`config.mk`:
```
export PLATFORM = sky130hd
export DESIGN_NAME = sclk_rate_gen
export DESIGN_NICKNAME = d
export VERILOG_FILES = /design/src/rtl/sclk_rate_pkg.sv /design/src/rtl/rate_cfg_reg.sv /design/src/rtl/prescale_stage.sv /design/src/rtl/binary_stage.sv /design/src/rtl/sclk_rate_gen.sv
export SDC_FILE = /design/constraint.sdc
export NUM_CORES = 1
export LEC_CHECK = 0
export ABC_CLOCK_PERIOD_IN_PS = 4360
export CAP_MARGIN = 0
export CORE_MARGIN = 2
export CORE_UTILIZATION = 53
export DETAILED_ROUTE_END_ITERATION = 10
export PLACE_DENSITY_LB_ADDON = 0.1
export SYNTH_ARGS = -nofsm -noshare
export SYNTH_HDL_FRONTEND = slang
export SYNTH_HIERARCHICAL = 1
export SYNTH_SLANG_ARGS = --single-unit
export TNS_END_PERCENT = 5
```
`constraint.sdc`:
```
create_clock -name clk -period 4.36 [get_ports clk]
set_clock_uncertainty 0.05 [all_clocks]
set_input_delay 0.654 -clock clk [delete_from_list [all_inputs] [get_ports clk]]
set_output_delay 0.654 -clock clk [all_outputs]
set_load 0.05 [all_outputs]
```
`src/rtl/sclk_rate_pkg.sv`:
```
package sclk_rate_pkg;
   // default field widths of the rate register
   localparam int DEF_PRE_W = 3;
   localparam int DEF_EXP_W = 3;

   // register width: two fields plus one reserved bit above each
   function automatic int reg_width(input int pre_w, input int exp_w);
      return pre_w + exp_w + 2;
   endfunction

   // width of the binary stage counter for a given exponent field
   function automatic int stage_width(input int exp_w);
      return (1 << exp_w) - 1;
   endfunction
endpackage

```
`src/rtl/rate_cfg_reg.sv`:
```
module rate_cfg_reg
   import sclk_rate_pkg::*;
#(
   parameter int PRE_W = DEF_PRE_W,
   parameter int EXP_W = DEF_EXP_W,
   localparam int REG_W = reg_width(PRE_W, EXP_W)
) (
   input  logic             clk,
   input  logic             rst_n,
   input  logic             wr_en,
   input  logic [REG_W-1:0] wr_data,
   output logic [REG_W-1:0] rd_data,
   input  logic             hold,
   output logic [PRE_W-1:0] act_pre,
   output logic [EXP_W-1:0] act_exp
);
   localparam int PRE_LO = EXP_W + 1;
   localparam int PRE_HI = EXP_W + PRE_W;

   logic [PRE_W-1:0] pre_q;
   logic [EXP_W-1:0] exp_q;
   logic [PRE_W-1:0] nxt_pre;
   logic [EXP_W-1:0] nxt_exp;

   always_comb begin
      if (wr_en) begin
         nxt_pre = wr_data[PRE_HI:PRE_LO];
         nxt_exp = wr_data[EXP_W-1:0];
      end else begin
         nxt_pre = pre_q;
         nxt_exp = exp_q;
      end
   end

   always_ff @(posedge clk) begin
      if (!rst_n) begin
         pre_q <= '0;
         exp_q <= '0;
      end else begin
         pre_q <= nxt_pre;
         exp_q <= nxt_exp;
      end
   end

   // snapshot follows the register only while idle
   always_ff @(posedge clk) begin
      if (!rst_n) begin
         act_pre <= '0;
         act_exp <= '0;
      end else if (!hold) begin
         act_pre <= nxt_pre;
         act_exp <= nxt_exp;
      end
   end

   always_comb begin
      rd_data                = '0;
      rd_data[EXP_W-1:0]     = exp_q;
      rd_data[PRE_HI:PRE_LO] = pre_q;
   end


   readback_chk: assert property (@(posedge clk) disable iff (!rst_n)
      wr_en |=> (rd_data[EXP_W-1:0] == $past(wr_data[EXP_W-1:0]))
             && (rd_data[PRE_HI:PRE_LO] == $past(wr_data[PRE_HI:PRE_LO]))
             && (rd_data[EXP_W] == 1'b0) && (rd_data[REG_W-1] == 1'b0));


   frozen_cfg_chk: assert property (@(posedge clk) disable iff (!rst_n)
      (hold && $past(hold)) |-> ($stable(act_pre) && $stable(act_exp)));
endmodule

```
`src/rtl/prescale_stage.sv`:
```
module prescale_stage #(
   parameter int PRE_W = 3
) (
   input  logic             clk,
   input  logic             rst_n,
   input  logic             clr,
   input  logic [PRE_W-1:0] sel,
   output logic             tick
);
   logic [PRE_W-1:0] cnt_q;

   always_ff @(posedge clk) begin
      if (!rst_n || clr)
         cnt_q <= '0;
      else if (cnt_q == sel)
         cnt_q <= '0;
      else
         cnt_q <= cnt_q + 1'b1;
   end

   assign tick = !clr && (cnt_q == sel);


   pre_range_chk: assert property (@(posedge clk) disable iff (!rst_n)
      !clr |-> (cnt_q <= sel));
endmodule

```
`src/rtl/binary_stage.sv`:
```
module binary_stage
   import sclk_rate_pkg::*;
#(
   parameter int EXP_W = DEF_EXP_W,
   localparam int LIM_W = stage_width(EXP_W)
) (
   input  logic             clk,
   input  logic             rst_n,
   input  logic             clr,
   input  logic             step,
   input  logic [EXP_W-1:0] sel,
   output logic             tick
);
   logic [LIM_W:0]   span;
   logic [LIM_W-1:0] lim;
   logic [LIM_W-1:0] cnt_q;

   always_comb begin
      span = ((LIM_W+1)'(1) << sel) - (LIM_W+1)'(1);
      lim  = span[LIM_W-1:0];
   end

   always_ff @(posedge clk) begin
      if (!rst_n || clr)
         cnt_q <= '0;
      else if (step) begin
         if (cnt_q == lim)
            cnt_q <= '0;
         else
            cnt_q <= cnt_q + 1'b1;
      end
   end

   assign tick = step && (cnt_q == lim);


   exp_range_chk: assert property (@(posedge clk) disable iff (!rst_n)
      !clr |-> (cnt_q <= lim));
endmodule

```
`src/rtl/sclk_rate_gen.sv`:
```
module sclk_rate_gen
   import sclk_rate_pkg::*;
#(
   parameter int PRE_W    = DEF_PRE_W,
   parameter int EXP_W    = DEF_EXP_W,
   parameter bit REG_TICK = 1'b0,
   localparam int REG_W   = reg_width(PRE_W, EXP_W)
) (
   input  logic             clk,
   input  logic             rst_n,
   input  logic             rate_we,
   input  logic [REG_W-1:0] rate_wdata,
   output logic [REG_W-1:0] rate_rdata,
   input  logic             master_mode,
   input  logic             xfer_run,
   output logic             half_tick
);
   localparam int HALF_W = PRE_W + 1 + stage_width(EXP_W);

   generate
      if (PRE_W < 1 || EXP_W < 1 || EXP_W > 5) begin : g_bad_cfg
         $error("sclk_rate_gen: field widths out of range");
      end
   endgenerate

   logic             running;
   logic [PRE_W-1:0] act_pre;
   logic [EXP_W-1:0] act_exp;
   logic             pre_tick;
   logic             raw_tick;

   assign running = xfer_run && master_mode;

   rate_cfg_reg #(.PRE_W(PRE_W), .EXP_W(EXP_W)) u_cfg (
      .clk     (clk),
      .rst_n   (rst_n),
      .wr_en   (rate_we),
      .wr_data (rate_wdata),
      .rd_data (rate_rdata),
      .hold    (running),
      .act_pre (act_pre),
      .act_exp (act_exp)
   );

   prescale_stage #(.PRE_W(PRE_W)) u_pre (
      .clk   (clk),
      .rst_n (rst_n),
      .clr   (!running),
      .sel   (act_pre),
      .tick  (pre_tick)
   );

   binary_stage #(.EXP_W(EXP_W)) u_bin (
      .clk   (clk),
      .rst_n (rst_n),
      .clr   (!running),
      .step  (pre_tick),
      .sel   (act_exp),
      .tick  (raw_tick)
   );

   generate
      if (REG_TICK) begin : g_reg_tick
         logic tick_q;
         always_ff @(posedge clk) begin
            if (!rst_n)
               tick_q <= 1'b0;
            else
               tick_q <= raw_tick && running;
         end
         assign half_tick = tick_q;
      end else begin : g_comb_tick
         logic [HALF_W-1:0] gap_q;
         logic [HALF_W-1:0] half_len;

         assign half_tick = raw_tick;

         always_comb begin
            half_len = HALF_W'(act_pre) + HALF_W'(1);
            half_len = half_len << act_exp;
         end

         always_ff @(posedge clk) begin
            if (!rst_n || !running || raw_tick)
               gap_q <= '0;
            else
               gap_q <= gap_q + 1'b1;
         end


         interval_chk: assert property (@(posedge clk) disable iff (!rst_n)
            (running && half_tick) |-> ((gap_q + 1'b1) == half_len));


         idle_quiet_chk: assert property (@(posedge clk) disable iff (!rst_n)
            !xfer_run |-> !half_tick);


         slave_quiet_chk: assert property (@(posedge clk) disable iff (!rst_n)
            !master_mode |-> !half_tick);
      end
   endgenerate
endmodule

```
* Word-level counts from Yosys, hierarchy flattened *
Index checks and enable logic that the tools add are counted.

operators by class
  add/subtract/negate cells = 3
  eq/ne operators = 2
  shifts and indexed selects = 1
  mux-type cells = 3
  reduce and logical (&&, ||, !) cells = 7

operators by type and width
  kind                                                                 count
  7-bit by 1-bit adder with 7-bit output (second input constant)       1
  7-bit == test                                                        1
  7-bit 2-to-1 mux                                                     1
  1-bit by 3-bit left shift with 7-bit output (first input constant)   1
  7-bit by 2-bit subtractor with 7-bit output (second input constant)  1
  3-bit 2-to-1 mux                                                     2
  3-bit by 1-bit adder with 3-bit output (second input constant)       1
  3-bit == test                                                        1
  1-bit logical AND                                                    3
  1-bit logical NOT                                                    2
  2-bit OR reduction                                                   1
  1-bit logical OR                                                     1

storage, ports and cells
  register bits = 22
  input bits = 13
  output and inout port bits = 9
  word-level logic and storage cells = 22

* Longest topological paths before layout *
Gate-level depths: netlist (run 1).

  depth after elaboration = 4
  mapped depth = 6
  gate-level depth less buffers = 6

* Hierarchy *
The synthesis (run 1) kept the hierarchy.

by module, submodules not included
  module          instances  cells each  area an instance (um2)  seq. area each (um2)
  rate_cfg_reg    1          42          465.4                   240.2
  binary_stage    1          52          447.9                   140.1
  prescale_stage  1          14          153.9                   60.1
  sclk_rate_gen   1          2           10.0                    0.0

* Worst setup path after synthesis (run 1) *
OpenSTA, ideal clock, no wires.

  kind = register -> output
  start point = reg u_cfg.act_exp[1]
  end point = out half_tick
  arrival time = 1924 ps
  data required time = 3656 ps
  path slack = 1732 ps
  cell stages (with the launch flop) = 5
  buffers on the path = 1
  cells stage by stage = dfxtp_1 -> buf_6 -> or4_1 -> a32o_1 -> nor4b_4

on the way
  longest elaborated chain between the ends = 4

ends and longest elaborated chain
  element                                      line                 RTL
  from (decl)                                  rate_cfg_reg.sv:15   output logic [EXP_W-1:0] act_exp
  from (signal assigned)                       rate_cfg_reg.sv:52   act_exp <= nxt_exp;
  1-bit by 3-bit left shift with 7-bit output  binary_stage.sv:19   span = ((LIM_W+1)'(1) << sel) - (LIM_W+1)'(1);
  7-bit by 2-bit subtractor with 7-bit output  binary_stage.sv:19
  7-bit == test                                binary_stage.sv:34   assign tick = step && (cnt_q == lim);
  1-bit logical AND                            binary_stage.sv:34
  to (decl)                                    sclk_rate_gen.sv:16  output logic half_tick

No other way between the ends.

* Worst setup path in the final report (run 1) *
  start point = in xfer_run
  end point = out half_tick

on the way
  longest elaborated chain between the ends = 3

ends and longest elaborated chain
  element            line                  RTL
  from (decl)        sclk_rate_gen.sv:15   input logic xfer_run,
  1-bit logical AND  sclk_rate_gen.sv:32   assign running = xfer_run && master_mode;
  1-bit logical AND  prescale_stage.sv:21  assign tick = !clr && (cnt_q == sel);
  net pre_tick       sclk_rate_gen.sv:29   logic pre_tick;
  1-bit logical AND  binary_stage.sv:34

The timed path passes the listed nets, and every way through them passes these cells.

==> results by group, run 1 <==
Pwr
  • Max VDD drop: 0.186 mV
  • Leak pwr: 0.469 nW
  • Pwr Density: 318 nW/um^2

Critical path
  • CP bufs+invs: 2
  • CP Class: in -> out
  • Worst Setup End Kind: output pin
  • Delay of the slowest critical-path stage: 0.89 ns
  • CP required: 3.66 ns
  • Family with the most delay on the worst path: buffers and inverters
  • CP dominant cell by count: clkdlybuf4s50_1
  • Cell Chain, Critical Path: clkdlybuf4s50_1 -> nand2_1 -> and4b_1 -> nor4b_4 -> clkdlybuf4s50_1
  • Critical Path AT: 2.93 ns
  • Slowest cell on crit path: clkdlybuf4s50_1
  • Critical path fanouts, max: 8
  • Worst setup SP type: input port

Layout
  • # diodes: 0
  • Share of post-route cells with drive strength above 1: 7.09%
  • Area grow syn2layout: 18.7%
  • Fin nets: 143
  • Fin area: 1280 um^2
  • Layout Utilization: 65.9%
  • Filler cells: 169

Route
  • Via density per instance: 5.46
  • Drt drc: 0
  • Initial drt markers: 7
  • WL/cell: 12.9 um
  • Post-route ant nets: 0
  • Post-Route WL: 1990 um
  • Vias: 841
  • First-pass DRT Iterations: 4

Clocking
  • TritonCTS clock tree: done
  • Reg clk slew, reported paths: 0.12 ns
  • Hold_buf cts: 0
  • Post-CTS setup buffer count: 0
  • TritonCTS buffer count: 3
  • CTS max path bufs: 2
  • Clk_lat worst skew: 0.32 ns
  • Htree depth: 1
  • Clk sinks: 22
  • CTS resizes: 0
  • CTS Root Buffer Type: clkbuf_4

GRT
  • Vias in the first global route: 819
  • First-pass GRT wire length: 3550 um
  • Antenna violations before repair: 0
  • Overall Global Routing Usage: 19.0%
  • Largest net degree at the start of global routing: 13
  • Grt ovf: 0

Floorplanning
  • Starting Density: 55.5%
  • Chip width: 49.1 um
  • IO Count: 22
  • CORE AREA: 1940 um^2
  • Die Footprint: 2410 um^2
  • DIE HEIGHT: 49.1 um
  • Std-Cell Rows: 16

Placed design
  • Area after DPL: 1240 um^2
  • Buffers on Ports: 17
  • RePlAce Congestion: 0.883
  • Setup WS pre-CTS: 0.698 ns
  • Post-DP HPWL: 1520 um

Logic synthesis
  • Leading area contributor after synthesis: dfxtp_1
  • Most common cell in the netlist: dfxtp_1
  • Post-synth top flop: dfxtp_1
  • Synth Area in Adders: 2.32%
  • Unique cell type count in the Yosys netlist: 33
  • Register bit total from synthesis: 22
  • Seq/Total Area, Yosys: 40.9%
  • Commonest cells in the netlist: dfxtp_1, xnor2_1, nor3_1
  • Largest cells by area after synthesis: dfxtp_1, xnor2_1, mux2i_1
  • Post-synth EDFFs: 0
  • Average cell area after synthesis: 9.79 um^2
  • Simple-Gate Fraction of Synth Area: 21.6%
  • Ys async rst share: 0%
  • Xor/xnor cell area share of the yosys netlist: 8.94%
  • Mapped cell area: 1080 um^2
  • Largest family of logic cells by synthesized area: simple AND/OR/NAND/NOR gates
  • Area fraction of the dominant cell type after synthesis: 40.9%
  • Syn Inst Count: 110
  • Complex-gate fraction of the synthesized area: 12.8%
  • Portion of netlist area occupied by mux cells: 7.43%
  • Ys Warns: 6

Timing
  • Max-slew violations: 0
  • Final worst slack: 0.721 ns
  • Tightest Pin Transition: 0.496 ns
  • Post-layout min period: 3.64 ns
  • RSZ-0062 raised after global routing: false
  • Final setup fails: 0
  • Final hold violations: 0
  • Setup TNS: 0 ns
  • Fin crit share: 83.5%
  • Hold WS: 0.451 ns
  • Maximum clock rate: 275 MHz
  • Max_slew headroom: 66.8%

Run status
  • Outcome: complete, no violations

Min path
  • Hold Crit Class: reg -> reg

Job
  • Maxcap violations: 0
==> cell families after synthesis <==
logic type	count (synthesis)
AO/OA/AOI/OAI	18
XOR/XNOR	11
adder cells (fa/ha/maj)	2
buffers and inverters	10
flip-flops	22
multiplexers	7
other	1
AND/OR/NAND/NOR	39
==> power breakdown <==
group	internal (W)	switching, W	total [W]
Combinational	0.0000331	0.0000405	0.0000736
Sequential	0.000209	0.00000822	0.000217
Clock	0.0000511	0.0000642	0.000115
Total	0.000293	0.000113	0.000406
==> flip-flops by register name, summed over array words and instances (netlist names) <==
name / count
u_bin/cnt_q: 7
u_cfg/act_exp: 3
u_cfg/act_pre: 3
u_cfg/exp_q: 3
u_cfg/pre_q: 3
u_pre/cnt_q: 3
==> per-stage QoR <==
stage / total power, W / cells
after CTS: 0.000408 / 154
after global routing: 0.000424 / 154
after detailed placement: 0.000295 / 150
after floorplan: 0.000276 / 111
after global placement: 0.000293 / 150
final: 0.000406 / 154
==> cell type report <==
| class | count | area, um^2 | share of cell area (%) |
|---|---|---|---|
| flip-flops and latches | 22 | 440 | 34.4 |
| clock buffers | 4 | 36.3 | 2.84 |
| repair buffers | 17 | 170 | 13.3 |
| well taps | 27 | 33.8 | 2.64 |
| multi-input cells | 79 | 579 | 45.3 |
| inverters | 5 | 18.8 | 1.47 |
==> cell usage in the layout, fill, tap and decap left out <==
cell type and n:
nand3_1 2, and4b_1 1, a21oi_1 1, ha_1 2
clkbuf_8 1, and2_2 2, mux2i_1 5, or4_1 2
nand2b_1 4, nor2_1 6, nor2b_1 5, a31oi_1 2
clkbuf_4 3, nor4b_4 1, dfxtp_1 22, a311oi_1 3
nor3_1 8, o211a_1 2, mux2_4 2, clkdlybuf4s50_1 17
a32o_1 1, o21ai_0 1, o21bai_1 1, o211ai_1 1
and2_1 1, a211oi_1 5, o22ai_1 1, inv_1 5
xor2_1 2, nand2_1 4, xnor2_1 9, conb_1 2
nand4_1 3
==> layer usage <==
layer  GRT usage, %  vias to the layer above  routed length (um)
met3           4.91                        7                  83
met4           9.05                        0                  44
met2           31.1                       24                 919
met5              0                        -                   0
met1           23.1                      384                 943
li1               -                      426                   -
==> worst paths after layout <==
check	start	endpoint	slack, ns	cells after the start
worst max-delay path	xfer_run	half_tick	0.72	5
worst min-delay path	u_pre/cnt_q[0]	u_pre/cnt_q[0]	0.45	1
worst max register to register	u_bin/cnt_q[0]	u_bin/cnt_q[1]	2.43	5
worst min register to register	u_pre/cnt_q[0]	u_pre/cnt_q[0]	0.45	1
(Power assumes the default switching activity.)
==> run 2: changes to the inputs <==
ABC_CLOCK_PERIOD_IN_PS = 3160   (was 4360)
CORE_UTILIZATION = 45   (was 53)
clock period = 3.16 ns   (was 4.36 ns; I/O delays follow)
==> results by group, run 2 (synthesis results as in run 1) <==
Run status
  • Outcome: complete, no violations

GRT
  • Largest net degree at the start of global routing: 14 (+1)
  • Met1 Use GR: 17.5% (-5.6 points)
  • First-pass GRT wire length: 3310 um (-6.8%)
  • Grt met2 use: 29.2% (-1.9 points)
  • Overall Global Routing Usage: 16.3% (-2.7 points)
  • Met3 Use GR: 6.21% (+1.3 points)
  • GR peak layer: met2
  • Vias in the first global route: 790 (-3.5%)
  • Antenna violations before repair: 0 (unchanged)
  • Grt ovf: 0 (unchanged)

Timing
  • RSZ-0062 raised after global routing: false
  • Setup TNS: 0 ns (unchanged)
  • Hold WS: 0.447 ns (-0.00371 ns)
  • Max-slew violations: 0 (unchanged)
  • Final hold violations: 0 (unchanged)
  • Final setup fails: 0 (unchanged)
  • Maximum clock rate: 398 MHz
  • Fin crit share: 79.5%
  • Max_slew headroom: 66.4% (-0.44 points)
  • Final worst slack: 0.647 ns (-0.0740 ns)
  • Post-layout min period: 2.51 ns
  • Tightest Pin Transition: 0.503 ns (+0.00661 ns)

Critical path
  • CP required: 2.64 ns (-1.02 ns)
  • Delay of the slowest critical-path stage: 0.50 ns (-0.39 ns)
  • Slowest cell on crit path: or4_1
  • Worst R2R Path Depth: 5 (unchanged)
  • Cell Chain, Critical Path: or4_1 -> a32o_1 -> nor4b_4 -> buf_12
  • CP Depth: 4 (-1)
  • Critical Path AT: 1.99 ns (-0.94 ns)
  • CP Class: reg -> out
  • CP bufs+invs: 1 (-1)
  • Worst setup SP type: register
  • Worst Setup End Kind: output pin
  • Critical path fanouts, max: 10 (+2)
  • Family with the most delay on the worst path: simple AND/OR/NAND/NOR gates

Clocking
  • Reg clk slew, reported paths: 0.13 ns (about the same)
  • TritonCTS buffer count: 3 (unchanged)
  • CTS max path bufs: 2 (unchanged)
  • Clk_lat worst skew: 0.31 ns (about the same)
  • Post-CTS setup buffer count: 0 (unchanged)
  • Htree depth: 1 (unchanged)
  • Hold_buf cts: 0 (unchanged)
  • TritonCTS clock tree: done
  • Clk sinks: 22 (unchanged)
  • CTS resizes: 0 (unchanged)
  • CTS Root Buffer Type: clkbuf_4

Placed design
  • Area after DPL: 1260 um^2 (+1.5%)
  • Setup WS pre-CTS: 0.717 ns (+0.0184 ns)
  • Buffers on Ports: 17 (unchanged)
  • RePlAce Congestion: 0.883 (unchanged)
  • Post-DP HPWL: 1470 um (-3.1%)

Floorplanning
  • Starting Density: 48.2% (-7.2 points)
  • IO Count: 22 (unchanged)
  • DIE HEIGHT: 52.9 um (+7.8%)
  • Std-Cell Rows: 17 (+1)
  • CORE AREA: 2230 um^2 (+15%)
  • Die Footprint: 2800 um^2 (+16%)
  • Chip width: 52.9 um (+7.8%)

Layout
  • Area of the multi-input gates: 579 um^2 (unchanged)
  • Filler cells: 198 (+17%)
  • Register area: 440 um^2 (unchanged)
  • Most common cell after layout, fill and taps aside: dfxtp_1
  • Area grow syn2layout: 22.0%
  • Share of post-route cells with drive strength above 1: 8.59% (+1.5 points)
  • Largest register FFs: 7 (unchanged)
  • Fin area: 1310 um^2 (+2.7%)
  • Most frequent cells in the layout: dfxtp_1, clkdlybuf4s50_1, xnor2_1
  • Reg with most FFs: u_bin/cnt_q
  • Fin nets: 144 (+0.70%)
  • # diodes: 0 (unchanged)

Pwr
  • Leak pwr: 0.486 nW (+3.7%)
  • Pwr Density: 471 nW/um^2 (+48%)
  • Max VDD drop: 0.334 mV (+79%)

Route
  • Vias: 820 (-2.5%)
  • Via density per instance: 5.26 (-3.7%)
  • Initial drt markers: 9 (+2)
  • Post-Route WL: 1950 um (-2.0%)
  • First-pass DRT Iterations: 4 (unchanged)
  • Post-route ant nets: 0 (unchanged)
  • Drt drc: 0 (unchanged)
  • WL/cell: 12.5 um (-3.3%)

Min path
  • Hold depth: 1 (unchanged)
  • Hold Crit Class: reg -> reg

Job
  • Maxcap violations: 0 (unchanged)
[run 2: cell count changes in the layout (fill, tap and decap cells not counted)]
cell and change:
bufinv_16 +1, clkdlybuf4s50_1 -1, clkbuf_8 -1, buf_4 +1, buf_12 +1
[run 2: where the power goes]
part	internal, W	total (W)	switching [W]	leakage [nW]
registers	0.000289	0.000300	0.0000115	0.180
clock network	0.000128	0.000216	0.0000879	0.0279
logic	0.0000470	0.000102	0.0000555	0.278
total	0.000464	0.000619	0.000155	0.486
[run 2: worst paths after layout]
kind                     from        endpoint  slack (ns)
max          u_cfg/act_exp[1]       half_tick        0.65
min            u_pre/cnt_q[0]  u_pre/cnt_q[0]        0.45
max reg2reg  u_cfg/act_exp[1]  u_bin/cnt_q[5]        1.23
min reg2reg    u_pre/cnt_q[0]  u_pre/cnt_q[0]        0.45
[run 2: area by class of cell]
class                           count  area share [%]
Clock buffer                        3            1.71
Clock inverter                      1            2.29
Inverter                            5            1.43
Multi-Input combinational cell     79            44.1
Sequential cell                    22            33.5
Tap cell                           28            2.67
Timing Repair Buffer               18            14.3
[run 2: metal layers]
metal	share of wire [%]	wire length, um
met5	0	0
met4	0.87	17
met3	4.9	95
met2	46	904
met1	48	931
[run 2: through the flow]
step	util (%)	total power, W	cells
floorplan	-	0.000380	111
global placement	56.5	0.000406	152
detailed placement	56.5	0.000408	152
CTS	58.8	0.000625	156
global route	58.8	0.000647	156
finish	58.8	0.000619	156
==> run 3: changes to the inputs <==
ABC_CLOCK_PERIOD_IN_PS = 2000   (was 3160)
clock period = 2 ns   (was 3.16 ns; I/O delays follow)
==> results by group, run 3 (synthesis results as in run 1) <==
Layout
  • Reg with most FFs: u_bin/cnt_q
  • Register area: 440 um^2 (unchanged)
  • Filler cells: 218 (+10%)
  • # diodes: 0 (unchanged)
  • Layout Utilization: 60.6% (+1.7 points)
  • Fin area: 1350 um^2 (+3.0%)
  • Most common cell after layout, fill and taps aside: dfxtp_1
  • Area grow syn2layout: 25.6%
  • Fin nets: 153 (+6.3%)
  • Share of post-route cells with drive strength above 1: 14.7% (+6.1 points)
  • Most frequent cells in the layout: dfxtp_1, clkdlybuf4s50_1, buf_4
  • Largest register FFs: 7 (unchanged)
  • Area of the multi-input gates: 581 um^2 (+0.22%)

Pwr
  • Pwr Density: 621 nW/um^2 (+32%)
  • Max VDD drop: 0.455 mV (+36%)
  • Power consumption: 0.000839 W (+36%)
  • Leak pwr: 0.522 nW (+7.3%)

Timing
  • Fin crit share: 114%
  • Final setup fails: 1 (+1)
  • Final hold violations: 0 (unchanged)
  • Hold WS: 0.467 ns (+0.0198 ns)
  • RSZ-0062 raised after global routing: true
  • Max-slew violations: 0 (unchanged)
  • Final worst slack: -0.276 ns (-0.924 ns)
  • Post-layout min period: 2.28 ns
  • Max_slew headroom: 65.9% (-0.45 points)
  • Setup TNS: -0.276 ns (-0.276 ns)
  • Tightest Pin Transition: 0.510 ns (+0.00675 ns)
  • Maximum clock rate: 439 MHz

Critical path
  • FF-to-FF End: u_bin/cnt_q[6]
  • Worst setup SP type: register
  • R2R Path Start: u_bin/cnt_q[5]
  • Slowest cell on crit path: or4_1
  • Cell Chain, Critical Path: or4_1 -> a32o_2 -> nor4b_4 -> buf_12
  • CP required: 1.65 ns (-0.99 ns)
  • Critical Path AT: 1.93 ns (-0.06 ns)
  • Worst reg2reg setup slack: 0.11 ns (-1.12 ns)
  • Worst R2R Path Depth: 5 (unchanged)
  • Worst Setup End Kind: output pin
  • CP Class: reg -> out
  • Critical path fanouts, max: 2 (-8)
  • Delay of the slowest critical-path stage: 0.52 ns (+0.02 ns)

Min path
  • Hold Path End: u_pre/cnt_q[0]
  • Hold Startpoint: u_pre/cnt_q[0]
  • Hold Crit Class: reg -> reg
  • Hold depth: 1 (unchanged)

Placed design
  • Buffers on Ports: 17 (unchanged)
  • Post-DP HPWL: 1580 um (+7.3%)
  • RePlAce Congestion: 0.849 (-3.9%)
  • Area after DPL: 1330 um^2 (+5.4%)

Job
  • Maxcap violations: 0 (unchanged)

Route
  • Wire length on met2: 953 um (+5.4%)
  • Highest metal used: met4
  • Drt drc: 0 (unchanged)
  • Post-route ant nets: 0 (unchanged)
  • First-pass DRT Iterations: 4 (unchanged)
  • Via density per instance: 5.29 (+0.69%)
  • Metal3 WL: 93 um (-2.1%)
  • Post-Route WL: 2030 um (+3.8%)
  • Post-Route M1 WL: 946 um (+1.6%)
  • Initial drt markers: 15 (+6)
  • WL/cell: 12.3 um (-1.2%)
  • Vias: 868 (+5.9%)

Clocking
  • CTS max path bufs: 2 (unchanged)
  • CTS Root Buffer Type: clkbuf_4
  • TritonCTS clock tree: done
  • Clk_lat worst skew: 0.30 ns (about the same)
  • Hold_buf cts: 0 (unchanged)
  • Clk sinks: 22 (unchanged)
  • Reg clk slew, reported paths: 0.11 ns (-0.02 ns)
  • Htree depth: 1 (unchanged)
  • TritonCTS buffer count: 3 (unchanged)

GRT
  • Antenna violations before repair: 0 (unchanged)
  • Overall Global Routing Usage: 17.4% (+1.1 points)
  • Grt ovf: 0 (unchanged)
  • First-pass GRT wire length: 3510 um (+6.1%)
  • Largest net degree at the start of global routing: 12 (-2)
  • Vias in the first global route: 811 (+2.7%)

Floorplanning
  • CORE AREA: 2230 um^2 (unchanged)
  • Starting Density: 48.2% (unchanged)
  • IO Count: 22 (unchanged)
  • Chip width: 52.9 um (unchanged)
  • Std-Cell Rows: 17 (unchanged)
  • Die Footprint: 2800 um^2 (unchanged)
  • DIE HEIGHT: 52.9 um (unchanged)

Run status
  • Failing checks: setup timing
  • Outcome: finished with violations
[run 3: cell count changes in the layout (fill, tap and decap cells not counted), sizes merged]
cell	delta
buf	+9
bufinv	-1
[run 3: worst max-delay path by stage]
stage,from,end,cells past startpoint
floorplan,u_cfg/act_exp[1],half_tick,4
global placement,xfer_run,half_tick,5
detailed placement,master_mode,half_tick,5
CTS,u_bin/cnt_q[5],half_tick,4
global route,u_bin/cnt_q[5],half_tick,4
finish,u_bin/cnt_q[5],half_tick,4
[run 3: layout make-up]
class	instances	share of cell area, %
clock buffers	3	1.67
multi-input cells	79	42.9
well taps	28	2.59
inverters	5	1.39
repair buffers	27	18.9
flip-flops and latches	22	32.6
[run 3: worst max-delay path, delay by kind of cell, from the launching register on]
| kind | cells | cell delay, ns |
|---|---|---|
| AOI/OAI and AO/OA | 1 | 0.28 |
| buffers and inverters | 1 | 0.18 |
| DFF | 1 | 0.32 |
| and+or+nand+nor | 2 | 0.85 |
[run 3: per-layer routing]
layer / vias to the layer above / GRT usage [%]
met5: - / 0
met4: 0 / 10.7
met3: 4 / 3.39
met2: 22 / 27.7
met1: 393 / 21.5
li1: 449 / -
[run 3: metrics by stage]
step                instances  setup WS, ns
finish                    164        -0.276
global route              164        -0.403
CTS                       164        -0.281
detailed placement        161        0.0126
global placement          161        0.0266
floorplan                 111        -0.274
[run 3: power breakdown]
part	switching [W]	internal, W	leakage, nW	total, W
Sequential	0.0000105	0.000456	0.180	0.000466
Combinational	0.0000961	0.0000833	0.328	0.000179
Clock	0.000124	0.0000703	0.0138	0.000194
[run 3: what timing repair did]
item                                    CTS  global route
buffers inserted                          0             0
gates cloned                              0             0
gates resized for setup                   0             1
pin swaps                                 1             2
endpoints found under the setup margin    1             3
